$ cat config.mk
export PLATFORM = sky130hd
export DESIGN_NAME = cart_bank_ctrl
export DESIGN_NICKNAME = d
export VERILOG_FILES = /design/src/rtl/mbc_pkg.sv /design/src/rtl/mbc_regs.sv /design/src/rtl/mbc_map.sv /design/src/rtl/mbc_wr_gate.sv /design/src/rtl/cart_bank_ctrl.sv
export SDC_FILE = /design/constraint.sdc
export NUM_CORES = 1
export LEC_CHECK = 0
export ABC_AREA = 1
export BUFFER_PORTS_ARGS = -buffer_cell sky130_fd_sc_hd__buf_2
export CORE_MARGIN = 3
export CORE_UTILIZATION = 48
export DETAILED_ROUTE_END_ITERATION = 16
export PLACE_DENSITY = 0.86
export SYNTH_ARGS = -nofsm -noshare
export SYNTH_HDL_FRONTEND = slang
export SYNTH_SLANG_ARGS = --single-unit
$ cat constraint.sdc
create_clock -name clk -period 1.8 [get_ports clk]
set_clock_uncertainty 0.05 [all_clocks]
set_input_delay 0.09 -clock clk [delete_from_list [all_inputs] [get_ports clk]]
set_output_delay 0.09 -clock clk [all_outputs]
set_load 0.01 [all_outputs]
$ cat src/rtl/mbc_pkg.sv
package mbc_pkg;

    localparam int CPU_AW     = 16;
    localparam int BYTE_W     = 8;
    localparam int ROM_WIN_W  = 14;
    localparam int RAM_WIN_W  = 13;
    localparam int ROM_BANK_W = 9;
    localparam int RAM_BANK_W = 4;
    localparam int ROM_AW     = ROM_BANK_W + ROM_WIN_W;
    localparam int RAM_AW     = RAM_BANK_W + RAM_WIN_W;
    localparam int T1_LOW_W   = 5;
    localparam int T3_LOW_W   = 7;
    localparam logic [BYTE_W-1:0] RAM_KEY = 8'h0A;

    typedef enum logic [1:0] {
        FLV_T1 = 2'd0,
        FLV_T3 = 2'd1,
        FLV_T5 = 2'd2
    } flavour_e;

    typedef enum logic [2:0] {
        WIN_UNLOCK,
        WIN_BANK_LO,
        WIN_BANK_HI,
        WIN_SHARED,
        WIN_MODE,
        WIN_XRAM,
        WIN_OTHER
    } win_e;

    typedef struct packed {
        logic [ROM_BANK_W-1:0] rom_bank;
        logic [BYTE_W-1:0]     ram_bank;
        logic [BYTE_W-1:0]     unlock;
        logic                  mode;
    } ctl_regs_t;

    function automatic win_e decode_win(input logic [CPU_AW-1:0] a);
        win_e w;
        unique case (a[15:13])
            3'b000:  w = WIN_UNLOCK;
            3'b001:  w = a[12] ? WIN_BANK_HI : WIN_BANK_LO;
            3'b010:  w = WIN_SHARED;
            3'b011:  w = WIN_MODE;
            3'b101:  w = WIN_XRAM;
            default: w = WIN_OTHER;
        endcase
        return w;
    endfunction

endpackage

$ cat src/rtl/mbc_regs.sv
module mbc_regs
    import mbc_pkg::*;
(
    input  logic                clk,
    input  logic                rst,
    input  flavour_e            flavour,
    input  logic                wr,
    input  logic [CPU_AW-1:0]   addr,
    input  logic [BYTE_W-1:0]   wdata,
    output ctl_regs_t           regs
);

    win_e      win;
    ctl_regs_t nxt;
    logic      ctl_wr;

    assign win    = decode_win(addr);
    assign ctl_wr = wr && !addr[15];

    always_comb begin
        nxt = regs;
        if (ctl_wr) begin
            unique case (win)
                WIN_UNLOCK: nxt.unlock = wdata;
                WIN_BANK_LO, WIN_BANK_HI: begin
                    unique case (flavour)
                        FLV_T1: begin
                            nxt.rom_bank = '0;
                            nxt.rom_bank[T1_LOW_W-1:0] = wdata[T1_LOW_W-1:0];
                            if (wdata == '0) nxt.rom_bank[0] = 1'b1;
                        end
                        FLV_T3: begin
                            nxt.rom_bank = '0;
                            nxt.rom_bank[T3_LOW_W-1:0] = wdata[T3_LOW_W-1:0];
                            if (wdata == '0) nxt.rom_bank[0] = 1'b1;
                        end
                        FLV_T5: begin
                            if (win == WIN_BANK_LO) nxt.rom_bank[BYTE_W-1:0] = wdata;
                            else                    nxt.rom_bank[BYTE_W]     = wdata[0];
                        end
                        default: nxt = regs;
                    endcase
                end
                WIN_SHARED: begin
                    if (flavour == FLV_T1 && !regs.mode)
                        nxt.rom_bank[T1_LOW_W+1:T1_LOW_W] = wdata[1:0];
                    else
                        nxt.ram_bank = wdata;
                end
                WIN_MODE: nxt.mode = wdata[0];
                default:  nxt = regs;
            endcase
        end
    end

    always_ff @(posedge clk) begin
        if (rst) begin
            regs.rom_bank <= ROM_BANK_W'(1);
            regs.ram_bank <= '0;
            regs.unlock   <= '0;
            regs.mode     <= 1'b0;
        end else begin
            regs <= nxt;
        end
    end


    a_r1_reset_state: assert property (@(posedge clk)
        $past(rst) |-> (regs.rom_bank == ROM_BANK_W'(1) && regs.ram_bank == '0 &&
                        regs.unlock == '0 && !regs.mode));


    a_r3_zero_byte_bank1: assert property (@(posedge clk) disable iff (rst)
        (wr && addr[15:13] == 3'b001 && wdata == '0 && flavour != FLV_T5)
        |=> regs.rom_bank == ROM_BANK_W'(1));


    a_r5_hi_keeps_low: assert property (@(posedge clk) disable iff (rst)
        (wr && addr[15:12] == 4'h3 && flavour == FLV_T5)
        |=> regs.rom_bank[BYTE_W-1:0] == $past(regs.rom_bank[BYTE_W-1:0]));


    a_r6_upper_bits: assert property (@(posedge clk) disable iff (rst)
        (wr && addr[15:13] == 3'b010 && flavour == FLV_T1 && !regs.mode)
        |=> regs.rom_bank[T1_LOW_W+1:T1_LOW_W] == $past(wdata[1:0]));


    a_r7_mode_load: assert property (@(posedge clk) disable iff (rst)
        (wr && addr[15:13] == 3'b011) |=> regs.mode == $past(wdata[0]));


    a_r10_high_write_inert: assert property (@(posedge clk) disable iff (rst)
        (wr && addr[15]) |=> $stable(regs));

endmodule

$ cat src/rtl/mbc_map.sv
module mbc_map
    import mbc_pkg::*;
(
    input  flavour_e            flavour,
    input  ctl_regs_t           regs,
    input  logic [CPU_AW-1:0]   addr,
    input  logic                rd,
    output logic                rom_cs,
    output logic [ROM_AW-1:0]   rom_addr,
    output logic                ram_cs,
    output logic [RAM_AW-1:0]   ram_addr
);

    logic [ROM_BANK_W-1:0] rom_sel;
    logic [RAM_BANK_W-1:0] ram_sel;
    logic                  ram_bank_forced0;

    assign rom_sel          = addr[ROM_WIN_W] ? regs.rom_bank : '0;
    assign ram_bank_forced0 = (flavour == FLV_T1) && !regs.mode;
    assign ram_sel          = ram_bank_forced0 ? '0 : regs.ram_bank[RAM_BANK_W-1:0];

    assign rom_addr = {rom_sel, addr[ROM_WIN_W-1:0]};
    assign ram_addr = {ram_sel, addr[RAM_WIN_W-1:0]};
    assign rom_cs   = rd && !addr[15];
    assign ram_cs   = rd && (decode_win(addr) == WIN_XRAM);

endmodule

$ cat src/rtl/mbc_wr_gate.sv
module mbc_wr_gate
    import mbc_pkg::*;
(
    input  logic                clk,
    input  logic                rst,
    input  logic                wr,
    input  logic [CPU_AW-1:0]   addr,
    input  logic [BYTE_W-1:0]   wdata,
    input  logic [BYTE_W-1:0]   unlock,
    input  logic [RAM_AW-1:0]   map_addr,
    output logic                we,
    output logic [RAM_AW-1:0]   we_addr,
    output logic [BYTE_W-1:0]   we_data
);

    logic hit;
    assign hit = wr && (decode_win(addr) == WIN_XRAM) && (unlock == RAM_KEY);

    always_ff @(posedge clk) begin
        if (rst) begin
            we      <= 1'b0;
            we_addr <= '0;
            we_data <= '0;
        end else begin
            we <= hit;
            if (hit) begin
                we_addr <= map_addr;
                we_data <= wdata;
            end
        end
    end


    a_r2_needs_key: assert property (@(posedge clk) disable iff (rst)
        we |-> $past(unlock) == RAM_KEY);


    a_r11_from_ram_write: assert property (@(posedge clk) disable iff (rst)
        we |-> ($past(wr) && $past(addr[15:13]) == 3'b101));

endmodule

$ cat src/rtl/cart_bank_ctrl.sv
module cart_bank_ctrl
    import mbc_pkg::*;
(
    input  logic                 clk,
    input  logic                 rst,
    input  logic [1:0]           flavour,
    input  logic [CPU_AW-1:0]    cpu_addr,
    input  logic [BYTE_W-1:0]    cpu_wdata,
    input  logic                 cpu_wr,
    input  logic                 cpu_rd,
    output logic                 rom_cs,
    output logic [ROM_AW-1:0]    rom_addr,
    output logic                 ram_cs,
    output logic [RAM_AW-1:0]    ram_addr,
    output logic                 ram_we,
    output logic [RAM_AW-1:0]    ram_wr_addr,
    output logic [BYTE_W-1:0]    ram_wr_data
);

    flavour_e  flv;
    ctl_regs_t regs;

    assign flv = flavour_e'(flavour);

    mbc_regs u_regs (
        .clk(clk), .rst(rst), .flavour(flv), .wr(cpu_wr),
        .addr(cpu_addr), .wdata(cpu_wdata), .regs(regs)
    );

    mbc_map u_map (
        .flavour(flv), .regs(regs), .addr(cpu_addr), .rd(cpu_rd),
        .rom_cs(rom_cs), .rom_addr(rom_addr), .ram_cs(ram_cs), .ram_addr(ram_addr)
    );

    mbc_wr_gate u_gate (
        .clk(clk), .rst(rst), .wr(cpu_wr), .addr(cpu_addr), .wdata(cpu_wdata),
        .unlock(regs.unlock), .map_addr(ram_addr),
        .we(ram_we), .we_addr(ram_wr_addr), .we_data(ram_wr_data)
    );


    a_r8_fixed_region: assert property (@(posedge clk) disable iff (rst)
        (rom_cs && !cpu_addr[14]) |-> rom_addr[ROM_AW-1:ROM_WIN_W] == '0);

endmodule

Word-level counts from Yosys, hierarchy flattened --
Cells that the tools add are included. Widths: inputs -> output; s select.
Word-level totals: flip-flop bits (word level) 48, bits of input ports 30, output and inout bits 68, logic and storage cells 58
Operators by class: eq/ne operators 17, mux-type cells 10, bitwise logic cells 1, reductions and logical operators 21
Operators with widths (number):
- $pmux 9 s3 | 1
- $pmux 3 s5 | 1
- $eq 3x2->1 const B | 4
- $eq 3x3->1 const B | 3
- $mux 9 | 1
- $eq 8x4->1 const B | 1
- $logic_not 8->1 | 1
- $mux 8 | 1
- $reduce_and 4->1 | 2
- $eq 3x1->1 const B | 2
- $logic_and 1x1->1 | 6
- $logic_not 3->1 | 2
- $reduce_and 5->1 | 1
- $mux 2 | 2
- $mux 4 | 1
- $ne 2x1->1 const B | 2
- $ne 4x3->1 const B | 1
- $pmux 2 s2 | 1
- $reduce_and 2->1 | 2
- $ne 3x2->1 const B | 1
- $reduce_and 3->1 | 1
- $reduce_bool 3->1 | 1
- $eq 2x1->1 const B | 1
- $eq 2x2->1 const B | 1
- 7 further kinds | 9

Depth between registers and ports, before layout --
Gate-level depths: netlist (run 1).
depth after elaboration 6, gate-level depth with buffers 10, depth with buffers taken out 10

Cells and area by module --
From an unflattened synthesis (run 1), not the netlist that was laid out.
Second synthesis, totals: cell total of the unflattened synthesis 422, area, all modules 2929.1 µm²
Modules (own cells, without submodules):
- mbc_regs | instances 1, cells an instance 179, area an instance 1313.8 µm²
- mbc_wr_gate | instances 1, cells an instance 182, area an instance 1260.0 µm²
- mbc_map | instances 1, cells an instance 61, area an instance 355.3 µm²

Least setup slack after synthesis (run 1) --
Ideal clock, no wire load.
path type register to register, start register u_regs.regs[3] (netlist name), end register u_gate.we_data[0], data arrival time 1122 ps, path slack 512 ps, cell stages (with the launch flop) 7, buffers on the path 1, clock period less this slack 1288 ps, cells stage by stage dfxtp_1 or2_2 nor2_2 nand2_4 buf_6 o21ai_0 nor2_1
Between the ends: longest elaborated chain between the ends 2
Ends and longest elaborated chain:
- $eq 8x4->1 | line mbc_wr_gate.sv:17 | assign hit = wr && (decode_win(addr) == WIN_XRAM) && (unlock == RAM_KEY);
- $logic_and 1x1->1 | line mbc_wr_gate.sv:17
- end signal: assignment | line mbc_wr_gate.sv:28 | we_data <= wdata;
- end: declaration | line mbc_wr_gate.sv:13 | output logic [BYTE_W-1:0] we_data
No other way between the ends. A chain may end at the register's enable or synchronous reset.

Worst setup path after layout (run 1) --
start register u_regs.regs[3] (netlist name), end register u_gate.we_addr[13]
Between the ends: longest elaborated chain between the ends 2
Ends and longest elaborated chain:
- $eq 8x4->1 | line mbc_wr_gate.sv:17
- $logic_and 1x1->1 | line mbc_wr_gate.sv:17
- end signal: assignment | line mbc_wr_gate.sv:27 | we_addr <= map_addr;
- end: declaration | line mbc_wr_gate.sv:12 | output logic [RAM_AW-1:0] we_addr,
No other way between the ends.

==> results.tsv, run 1 <==
stage	metric	value	unit
timing	setup_viol	0	
synth	synth_area	2350	µm²
place	numPortBuffers	97	
timing	slew_violations	0	
setup_path	reg2regPathDepth	6	
timing	hold_viol_final	0	
place	dpl.hpwl	4100	µm
synth	syn_inst	331	
hold_path	holdCritPathClass	in2reg	
detailed_routing	dr_total_vias	2187	
timing	rsz0062_at_grt	false	
layout	fin_nets	434	
setup_path	crit_path_start_kind	register	
die	initial_utilization	51.9	%
die	die_y	76.0	µm
timing	final.min_clock_period	1550	ps
power_and_ir_drop	power_density	716	nW/µm²
timing	holdWs	9.28	ps
cts	cts_tree	yes	
layout	diodes	0	
setup_path	slowest_delay	310	ps
detailed_routing	drc	0	
outcome	status	completed	
grt	grt_pass1_wl	8950	µm
grt	overflow	0	
detailed_routing	routed_via_density	4.69	
setup_path	crit_fanout	27	
synth	synth-seq-cells	48	
layout	drive_gt1_share	30.7	%
synth	synth.avg_cell_area	7.11	µm²
layout	design_area	2750	µm²
setup_path	critPathSlowestCell	dfxtp_1	
die	core	4530	µm²
layout	fillers	427	
synth	syn_nets	365	
power_and_ir_drop	leakage	1.49	nW
detailed_routing	wirelength	5310	µm
place	gp_congestion	0.902	
power_and_ir_drop	intPower	0.00144	W
place	place_area	2650	µm²
detailed_routing	final_antenna_net_count	0	
power_and_ir_drop	peakVddDrop	257	µV
cts	clockBufferDepth	2	
grt	grt_pass1_vias	2000	
power_and_ir_drop	pwr-share-clk	32.0	%
power_and_ir_drop	seqPwrFrac	55.1	%
setup_path	path_class	reg2reg	
timing	period_share	86.0	%
setup_path	critical-path-top-delay-family	simple AND/OR/NAND/NOR gates	
grt	antenna_found_initial	0	
detailed_routing	routedWlPerCell	11.4	µm
cts	clk_pin_slew_worst_paths	90	ps
power_and_ir_drop	p_comb_share	12.8	%
synth	synth_cell_type_count	24	
layout	post-route-util	60.5	%
cts	cts-root-buf	clkbuf_8	
setup_path	endpoint_kind	register	
grt	grt_usage	18.7	%
place	dp_cells	457	
detailed_routing	drtPass1Iterations	4	
cts	post_cts_buffers	0	
setup_path	crit_path_cell_trace	or2_2 > nor2_2 > nand2_4 > inv_4 > o21ai_0 > nor2_1	
cts	clock_latency	300	ps
flow_run	maxCapViolations	0	
hold_path	min_path_cells	3	
die	rows	24	
setup_path	critical_path_depth	6	
setup_path	cp.arrival	1740	ps
timing	setup_tns	0	ps
layout	area_growth	16.6	%
synth	ys_seq_area_share	40.8	%
die	dieArea	5780	µm²
layout	final_cell_count_no_fill	466	
synth	synth_top_cell_by_area	dfxtp_1	
synth	synth_top_area_share	40.8	%
timing	fmax	0.646	GHz
synth	yosys-top-cells-area	dfxtp_1 41%, nor2_1 13%, buf_4 9.2%, o21ai_0 7.4%, nand2_1 6.1%	
timing	slew_headroom	77.5	%
timing	worst_slew_pin_slew	338	ps
power_and_ir_drop	p_sw_share	26.6	%
die	ioPinCount	98	
cts	clock-sinks	48	
synth	yosys_warnings	0	
setup_path	cp_data_required_time	1990	ps
power_and_ir_drop	power_switching	0.000522	W
setup_path	crit_buf_inv	1	
cts	numCtsBuffers	5	
cts	htree_levels	2	
detailed_routing	drt-initial-drc-count	128	
grt	grt_max_degree	42	
die	die_w	76.0	µm
tightest hold or removal path: cells and delay by family:
kind / cells / cell delay, ps
compound gates: 1 / 70
simple gates: 1 / 80
buf+inv: 1 / 90
worst paths after layout:
check,start,endpoint,slack (ps)
worst min register to register,u_regs.regs[17],u_regs.regs[17],420
worst max-delay path,u_regs.regs[3],u_gate.we_addr[13],250
worst min-delay path,cpu_addr[1],u_gate.we_addr[1],9
worst max register to register,u_regs.regs[3],u_gate.we_addr[13],250
state kept, by name, summed over array words and instances (netlist names):
name            count
u_gate.we_data      8
u_gate.we_addr     17
u_regs.regs        22
u_gate.we           1
logic make-up (layout without fill, tap and decap cells):
family / count (synthesis) / after routing / share of synthesized area [%]
flip-flops: 48 / 48 / 40.8
AND/OR/NAND/NOR: 146 / 146 / 26.4
buffers and inverters: 76 / 146 / 18.3
AO/OA/AOI/OAI: 57 / 57 / 12.4
adder cells (fa/ha/maj): 4 / 4 / 2.13
area by class of cell:
class | instances | area (µm²) | area share (%)
tap | 65 | 81.3 | 2.96
multi-input combinational | 207 | 963 | 35.1
clock inverter | 3 | 18.8 | 0.684
sequential | 48 | 961 | 35.0
timing repair buffer | 99 | 503 | 18.3
clock buffer | 5 | 68.8 | 2.51
inverter | 39 | 149 | 5.42
repair_timing:
item                      4_1_cts  5_1_grt
hold buffers                    1        0
hold endpoints to repair        3        0
resized for setup               0        0
metrics by stage:
stage | worst slack [ps] | power (W)
floorplan | 512 | 0.00129
global placement | 304 | 0.00135
detailed placement | 257 | 0.00136
CTS | 228 | 0.00198
global route | 86.8 | 0.00205
finish | 252 | 0.00197
power groups by stage:
stage | Combinational (W) | Sequential [W] | Clock, W
finish | 0.000252 | 0.00108 | 0.000630
global route | 0.000286 | 0.00109 | 0.000681
CTS | 0.000253 | 0.00108 | 0.000641
detailed placement | 0.000250 | 0.00111 | 0
global placement | 0.000246 | 0.00111 | 0
floorplan | 0.000180 | 0.00111 | 0
cells in the final DEF, fill, tap and decap left out, drive strengths merged:
cell         synthesis  layout
buf                 33      98
nor2                88      88
dfxtp               48      48
o21ai               44      44
nand2               40      40
inv                 39      39
nand3               12      12
a21oi               12      12
clkbuf               4       5
ha                   4       4
nand4                3       3
clkinv               0       3
or2                  2       2
a21boi               1       1
nor3                 1       1
dlygate4sd3          0       1
synth_stat cells, drive strengths merged:
library cell	instances
nor3	1
a21oi	12
nand3	12
or2	2
buf	33
inv	39
o21ai	44
ha	4
clkbuf	4
nor2	88
a21boi	1
nand2	40
dfxtp	48
nand4	3
layer usage:
| metal | up-vias | wire length (µm) | global-route usage (%) |
|---|---|---|---|
| met4 | 0 | 61 | 5.25 |
| met2 | 80 | 2510 | 32.6 |
| met3 | 7 | 422 | 5.67 |
| li1 | 1135 | - | - |
| met1 | 965 | 2320 | 22.3 |
| met5 | - | 0 | 0 |
(Power assumes the default switching activity.)
==> run 2: changes to the inputs <==
--- a/config.mk
+++ b/config.mk
@@ -10,6 +10,7 @@
 export CORE_MARGIN = 3
 export CORE_UTILIZATION = 48
 export DETAILED_ROUTE_END_ITERATION = 16
+export GPL_TIMING_DRIVEN = 0
 export PLACE_DENSITY = 0.86
 export SYNTH_ARGS = -nofsm -noshare
 export SYNTH_HDL_FRONTEND = slang
==> constraint.sdc (replaced) <==
create_clock -name clk -period 1.8 [get_ports clk]
set_clock_uncertainty 0.05 [all_clocks]
set_input_delay 0.36 -clock clk [delete_from_list [all_inputs] [get_ports clk]]
set_output_delay 0.36 -clock clk [all_outputs]
set_load 0.01 [all_outputs]
==> run 2 against run 1 <==
Effect of this change:
- worst hold slack improved by 210 ps
- clock power about the same
- first-iteration DRC count fell by 30%
- total power is 2.5% higher
- worst setup slack got worse by 120 ps
- combinational power rose by 19%
- wire length rose by 6.4%
- global-route usage increased by 1.1 points
- maximum frequency is 7.0% lower
- critical path type is now in2out
- largest power group unchanged
- via count is 6.3% higher
- die area unchanged
- register-to-register slack improved by 150 ps
==> results.tsv, run 2 (synthesis results as in run 1) <==
stage	metric	value	unit	change
place	place_area	2920	µm²	was 2650 µm²
timing	fmax	0.601	GHz	was 0.646 GHz
setup_path	worst_r2r_endpoint	u_gate.we_data[0]		was u_gate.we_addr[13]
flow_run	maxCapViolations	0		unchanged
timing	setup_tns	0	ps	unchanged
detailed_routing	drc	0		unchanged
layout	design_area	3010	µm²	was 2750 µm²
detailed_routing	drt-initial-drc-count	89		was 128
setup_path	cp_data_required_time	1390	ps	was 1990 ps
layout	reg_top3	u_regs.regs: 22 flops, u_gate.we_addr: 17 flops, u_gate.we_data: 8 flops		unchanged
detailed_routing	routedWlPerCell	11.3	µm	was 11.4 µm
timing	final.min_clock_period	1660	ps	was 1550 ps
detailed_routing	dr_total_vias	2325		was 2187
cts	cts-root-buf	clkbuf_8		unchanged
setup_path	cp.arrival	1250	ps	was 1740 ps
timing	slew_violations	0		unchanged
grt	grt_pass1_wl	9580	µm	was 8950 µm
place	numPortBuffers	97		unchanged
cts	cts_tree	yes		unchanged
layout	post-route-util	66.4	%	was 60.5%
setup_path	reg2reg_slack	400	ps	was 250 ps
layout	layout_commonest_cell	buf_2		unchanged
timing	hold_viol_final	0		unchanged
power_and_ir_drop	p_comb_share	14.8	%	was 12.8%
cts	cts_hold_buf	0		was 1
grt	grt_max_degree	16		was 42
cts	numCtsBuffers	5		unchanged
setup_path	endpoint_kind	output pin		was register
hold_path	min_from	rst		was cpu_addr[1]
detailed_routing	wirelength	5650	µm	was 5310 µm
timing	worst_slew_pin_slew	442	ps	was 338 ps
layout	fin_nets	469		was 434
place	dp_cells	493		was 457
grt	grt_usage	19.8	%	was 18.7%
setup_path	crit_fanout	3		was 27
die	rows	24		unchanged
power_and_ir_drop	p_sw_share	26.5	%	was 26.6%
cts	clock_latency	300	ps	about the same
power_and_ir_drop	leakage	1.65	nW	was 1.49 nW
die	dieArea	5780	µm²	unchanged
cts	clk_pin_slew_worst_paths	90	ps	about the same
power_and_ir_drop	intPower	0.00148	W	was 0.00144 W
grt	grt_pass1_vias	2230		was 2000
power_and_ir_drop	peakVddDrop	424	µV	was 257 µV
cts	ctsResizeCount	0		unchanged
hold_path	min_path_cells	2		was 3
die	core	4530	µm²	unchanged
layout	drive_gt1_share	35.6	%	was 30.7%
setup_path	reg2regPathDepth	6		unchanged
layout	max_flop_register	u_regs.regs		unchanged
timing	setup_viol	0		unchanged
power_and_ir_drop	seqPwrFrac	53.8	%	was 55.1%
power_and_ir_drop	power_switching	0.000535	W	was 0.000522 W
die	ioPinCount	98		unchanged
timing	rsz0062_at_grt	false		unchanged
die	initial_utilization	51.9	%	unchanged
die	die_w	76.0	µm	unchanged
setup_path	path_class	in2out		was reg2reg
timing	slew_headroom	70.5	%	was 77.5%
power_and_ir_drop	pwr-share-clk	31.4	%	was 32.0%
layout	final_cell_count_no_fill	501		was 466
layout	diodes	0		unchanged
detailed_routing	routed_via_density	4.64		was 4.69
timing	period_share	92.5	%	was 86.0%
cts	clockBufferDepth	2		unchanged
layout	largest_register_ffs	22		unchanged
cts	post_cts_buffers	0		unchanged
setup_path	crit_path_start_kind	primary input		was register
layout	layout_common_cells	97 x buf_2, 80 x nor2_1, 48 x dfxtp_1, 38 x nand2_1		unchanged
layout	area_growth	27.8	%	was 16.6%
cts	clock-sinks	48		unchanged
detailed_routing	final_antenna_net_count	0		unchanged
setup_path	r2r_start	u_regs.regs[3]		unchanged
hold_path	hold_path_end	u_regs.regs[24]		was u_gate.we_addr[1]
grt	antenna_found_initial	0		unchanged
cts	htree_levels	2		unchanged
hold_path	holdCritPathClass	in2reg		unchanged
place	gp_congestion	0.923		was 0.902
grt	overflow	0		unchanged
detailed_routing	drtPass1Iterations	4		unchanged
die	die_y	76.0	µm	unchanged
power_and_ir_drop	p_total	0.00202	W	was 0.00197 W
place	dpl.hpwl	4500	µm	was 4100 µm
outcome	status	completed		unchanged
layout	fillers	418		was 427
power_and_ir_drop	power_density	670	nW/µm²	was 716 nW/µm²
## run 2: cell count changes in the layout (fill, tap and decap cells not counted), sizes merged
cell,change
buf,+32
clkbuf,+4
dlygate4sd3,-1
## run 2: layout make-up
type / instances / area, µm² / area share [%]
multi-input cells: 207 / 963 / 32.0
flip-flops and latches: 48 / 961 / 31.9
repair buffers: 97 / 485 / 16.1
plain buffers: 37 / 282 / 9.36
inverters: 39 / 149 / 4.95
well taps: 65 / 81.3 / 2.70
clock buffers: 5 / 68.8 / 2.29
clock inverters: 3 / 18.8 / 0.624
## run 2: worst max path at each step
stage                           from         endpoint  slack (ps)  cells past startpoint
after floorplan           flavour[0]  u_regs.regs[22]         430                      9
after global placement    flavour[0]     ram_addr[16]         120                      5
after detailed placement  flavour[0]  u_regs.regs[23]         120                     10
after CTS                 flavour[0]     ram_addr[16]         130                      5
after global routing      flavour[0]     ram_addr[16]         110                      5
final                     flavour[0]     ram_addr[16]         140                      5
## run 2: per-stage QoR
| stage | hold slack, ps | setup WS (ps) |
|---|---|---|
| after floorplan | 376 | 435 |
| after global placement | 395 | 124 |
| after detailed placement | 400 | 117 |
| after CTS | 215 | 126 |
| after global routing | 226 | 109 |
| final | 216 | 136 |
## run 2: worst max-delay path, cell delays in order
cell      delay (ps)
buf_2            100
inv_1             60
ha_1             230
a21boi_0         300
buf_2            200
## run 2: layer usage
layer	track usage [%]	vias to the layer above	part of all wire (%)
li1	-	1207	-
met1	23.0	1023	45
met2	36.0	89	47
met3	4.85	6	7.1
met4	5.62	0	1.0
met5	0	-	0
## run 2: power groups by stage
stage | clock network (W) | logic, W | registers (W)
floorplan | 0 | 0.000180 | 0.00111
global placement | 0 | 0.000292 | 0.00111
detailed placement | 0 | 0.000299 | 0.00111
CTS | 0.000643 | 0.000300 | 0.00108
global route | 0.000688 | 0.000334 | 0.00109
finish | 0.000632 | 0.000299 | 0.00108
==> run 3: changes to the inputs <==
--- a/config.mk
+++ b/config.mk
@@ -8,10 +8,11 @@
 export ABC_AREA = 1
 export BUFFER_PORTS_ARGS = -buffer_cell sky130_fd_sc_hd__buf_2
 export CORE_MARGIN = 3
-export CORE_UTILIZATION = 48
+export CORE_UTILIZATION = 40
 export DETAILED_ROUTE_END_ITERATION = 16
 export GPL_TIMING_DRIVEN = 0
-export PLACE_DENSITY = 0.86
+export PLACE_DENSITY = 0.77
+export REMOVE_ABC_BUFFERS = 1
 export SYNTH_ARGS = -nofsm -noshare
 export SYNTH_HDL_FRONTEND = slang
 export SYNTH_SLANG_ARGS = --single-unit
==> constraint.sdc (replaced) <==
create_clock -name clk -period 1.5 [get_ports clk]
set_clock_uncertainty 0.05 [all_clocks]
set_input_delay 0.3 -clock clk [delete_from_list [all_inputs] [get_ports clk]]
set_output_delay 0.3 -clock clk [all_outputs]
set_load 0.01 [all_outputs]
==> run 3 against run 2 <==
Effect of this change:
- register-to-register slack worse by 300 ps
- design area fell by 6.7%
- worst hold slack worse by 35 ps
- sequential share of layout area up 2.3 points
- flip-flop and latch count did not move
- first-iteration DRC count up 26%
- largest cell class unchanged
- largest power group unchanged
- highest routed layer unchanged
==> results.tsv, run 3 (synthesis results as in run 1) <==
stage	metric	value	unit	change
setup_path	r2r_start	u_regs.regs[3]		unchanged
setup_path	critical-path-top-delay-family	buffers and inverters		unchanged
detailed_routing	dr_total_vias	2267		was 2325
setup_path	crit_path_cell_trace	buf_2 > inv_1 > ha_2 > nand2_2 > nand2_1 > inv_1 > buf_2		was buf_2 > inv_1 > ha_1 > a21boi_0 > buf_2
grt	grt_max_degree	46		was 16
cts	clk_pin_slew_worst_paths	80	ps	was 90 ps
cts	htree_levels	2		unchanged
timing	hold_viol_final	0		unchanged
grt	grt_pass1_vias	1876		was 2230
setup_path	cp_data_required_time	1150	ps	was 1390 ps
setup_path	endpoint_kind	output pin		unchanged
setup_path	reg2regPathDepth	6		unchanged
cts	cts_tree	yes		unchanged
timing	final.min_clock_period	1420	ps	
die	ioPinCount	98		unchanged
hold_path	holdCritPathClass	in2reg		unchanged
layout	layout_commonest_cell	buf_2		unchanged
setup_path	reg2reg_slack	100	ps	was 400 ps
layout	fillers	576		was 418
setup_path	crit_fanout	4		was 3
detailed_routing	routed_via_density	4.78		was 4.64
layout	layout_common_cells	97 x buf_2, 80 x nor2_1, 48 x dfxtp_1, 37 x nand2_1, 35 x o21ai_0		was 97 x buf_2, 80 x nor2_1, 48 x dfxtp_1, 38 x nand2_1
timing	slew_headroom	57.3	%	was 70.5%
place	gp_congestion	0.829		was 0.923
detailed_routing	wirelength	5710	µm	was 5650 µm
layout	reg_top3	u_regs.regs: 22 flops, u_gate.we_addr: 17 flops, u_gate.we_data: 8 flops		unchanged
setup_path	critical_path_depth	7		was 5
setup_path	cp.arrival	1070	ps	was 1250 ps
grt	grt_usage	15.4	%	was 19.8%
cts	clockBufferDepth	2		unchanged
grt	grt_pass1_wl	8210	µm	was 9580 µm
layout	multi_input_area	1010	µm²	was 963 µm²
setup_path	crit_buf_inv	4		was 3
power_and_ir_drop	p_total	0.00232	W	was 0.00202 W
layout	max_flop_register	u_regs.regs		unchanged
setup_path	slowest_delay	220	ps	was 300 ps
detailed_routing	drc	0		unchanged
layout	fin_nets	436		was 469
die	initial_utilization	42.0	%	was 51.9%
detailed_routing	drtPass1Iterations	4		unchanged
cts	numCtsBuffers	5		unchanged
flow_run	maxCapViolations	0		unchanged
die	dieArea	6840	µm²	was 5780 µm²
outcome	status	completed		unchanged
layout	regArea	961	µm²	unchanged
timing	setup_viol	0		unchanged
cts	clock-sinks	48		unchanged
detailed_routing	drt-initial-drc-count	112		was 89
setup_path	crit_path_start_kind	primary input		unchanged
detailed_routing	final_antenna_net_count	0		unchanged
place	numPortBuffers	97		unchanged
setup_path	crit_path_start	flavour[0]		unchanged
cts	cts-root-buf	clkbuf_8		unchanged
timing	fmax	0.703	GHz	
power_and_ir_drop	leakage	1.50	nW	was 1.65 nW
layout	area_growth	19.3	%	was 27.8%
die	die_y	82.7	µm	was 76.0 µm
layout	diodes	0		unchanged
grt	antenna_found_initial	0		unchanged
layout	drive_gt1_share	31.8	%	was 35.6%
setup_path	critPathSlowestCell	ha_2		was a21boi_0
timing	rsz0062_at_grt	false		unchanged
power_and_ir_drop	power_density	827	nW/µm²	was 670 nW/µm²
die	die_w	82.7	µm	was 76.0 µm
timing	worst_slew_pin_slew	640	ps	was 442 ps
die	core	5610	µm²	was 4530 µm²
setup_path	endpoint	ram_addr[14]		was ram_addr[16]
grt	overflow	0		unchanged
setup_path	path_class	in2out		unchanged
layout	post-route-util	50.1	%	was 66.4%
die	rows	27		was 24
setup_path	worst_r2r_endpoint	u_gate.we_addr[2]		was u_gate.we_data[0]
timing	slew_violations	0		unchanged
layout	largest_register_ffs	22		unchanged
detailed_routing	routedWlPerCell	12.1	µm	was 11.3 µm
place	dpl.hpwl	4110	µm	was 4500 µm
power_and_ir_drop	peakVddDrop	410	µV	was 424 µV
timing	period_share	94.9	%	
cts	clock_latency	290	ps	was 300 ps
## run 3: changes by cell type in the layout (fill, tap and decap cells not counted), moves of 2 or more
cell,previous run,this run
buf_4,29,2
buf_6,3,0
clkbuf_1,4,1
nor2_2,5,3
nor2_4,3,5
## run 3: worst min path at each step
stage | start | slack (ps) | endpoint | depth (start not counted)
after CTS | rst | 140 | u_regs.regs[24] | 2
after global placement | u_regs.regs[17] | 390 | u_regs.regs[17] | 2
after global routing | rst | 180 | u_regs.regs[24] | 2
after detailed placement | u_regs.regs[17] | 400 | u_regs.regs[17] | 2
after floorplan | rst | 320 | u_regs.regs[24] | 1
final | rst | 180 | u_regs.regs[24] | 2
## run 3: final cells by class
type / count / share of cell area [%]
Clock inverter: 1 / 0.178
Multi-Input combinational cell: 209 / 36.1
Tap cell: 72 / 3.21
Timing Repair Buffer: 99 / 17.8
Clock buffer: 6 / 2.58
Sequential cell: 48 / 34.2
Inverter: 39 / 5.92
## run 3: power by group
| part | switching, W | internal, W |
|---|---|---|
| clock network | 0.000396 | 0.000317 |
| logic | 0.000195 | 0.000115 |
| registers | 0.00000901 | 0.00129 |
| total | 0.000599 | 0.00172 |
## run 3: per-layer routing
metal | vias up | global-route usage (%) | share of wire (%)
li1 | 1142 | - | -
met1 | 1028 | 17.9 | 42
met2 | 90 | 28.4 | 48
met3 | 7 | 3.90 | 8.9
met4 | 0 | 2.94 | 0.86
met5 | - | 0 | 0
## run 3: repair_timing
item                                    4_1_cts  5_1_grt
buffers inserted                              0        2
endpoints found under the setup margin       26       40
cloned                                        0        2
hold buffers                                  0        0
gates resized for setup                       6        6
pin swaps                                     1        2
## run 3: worst reg2reg max path, cell delays in order, from the launching register on
cell,delay (ps)
dfxtp_1,320
or2_2,310
nor2_4,90
buf_4,150
nand2_4,130
o21ai_0,190
nor2_1,60
## run 3: metrics by stage
step / hold slack [ps] / setup slack [ps] / area [µm²] / TNS (ps) / instances
2_1_floorplan: 319 / 134 / 2070 / 0 / 294
3_3_place_gp: 392 / -228 / 2650 / -8250 / 463
3_5_place_dp: 398 / -281 / 2650 / -9770 / 463
4_1_cts: 140 / 7.92 / 2750 / 0 / 470
5_1_grt: 181 / 4.57 / 2810 / 0 / 474
6_report: 181 / 76.7 / 2810 / 0 / 474
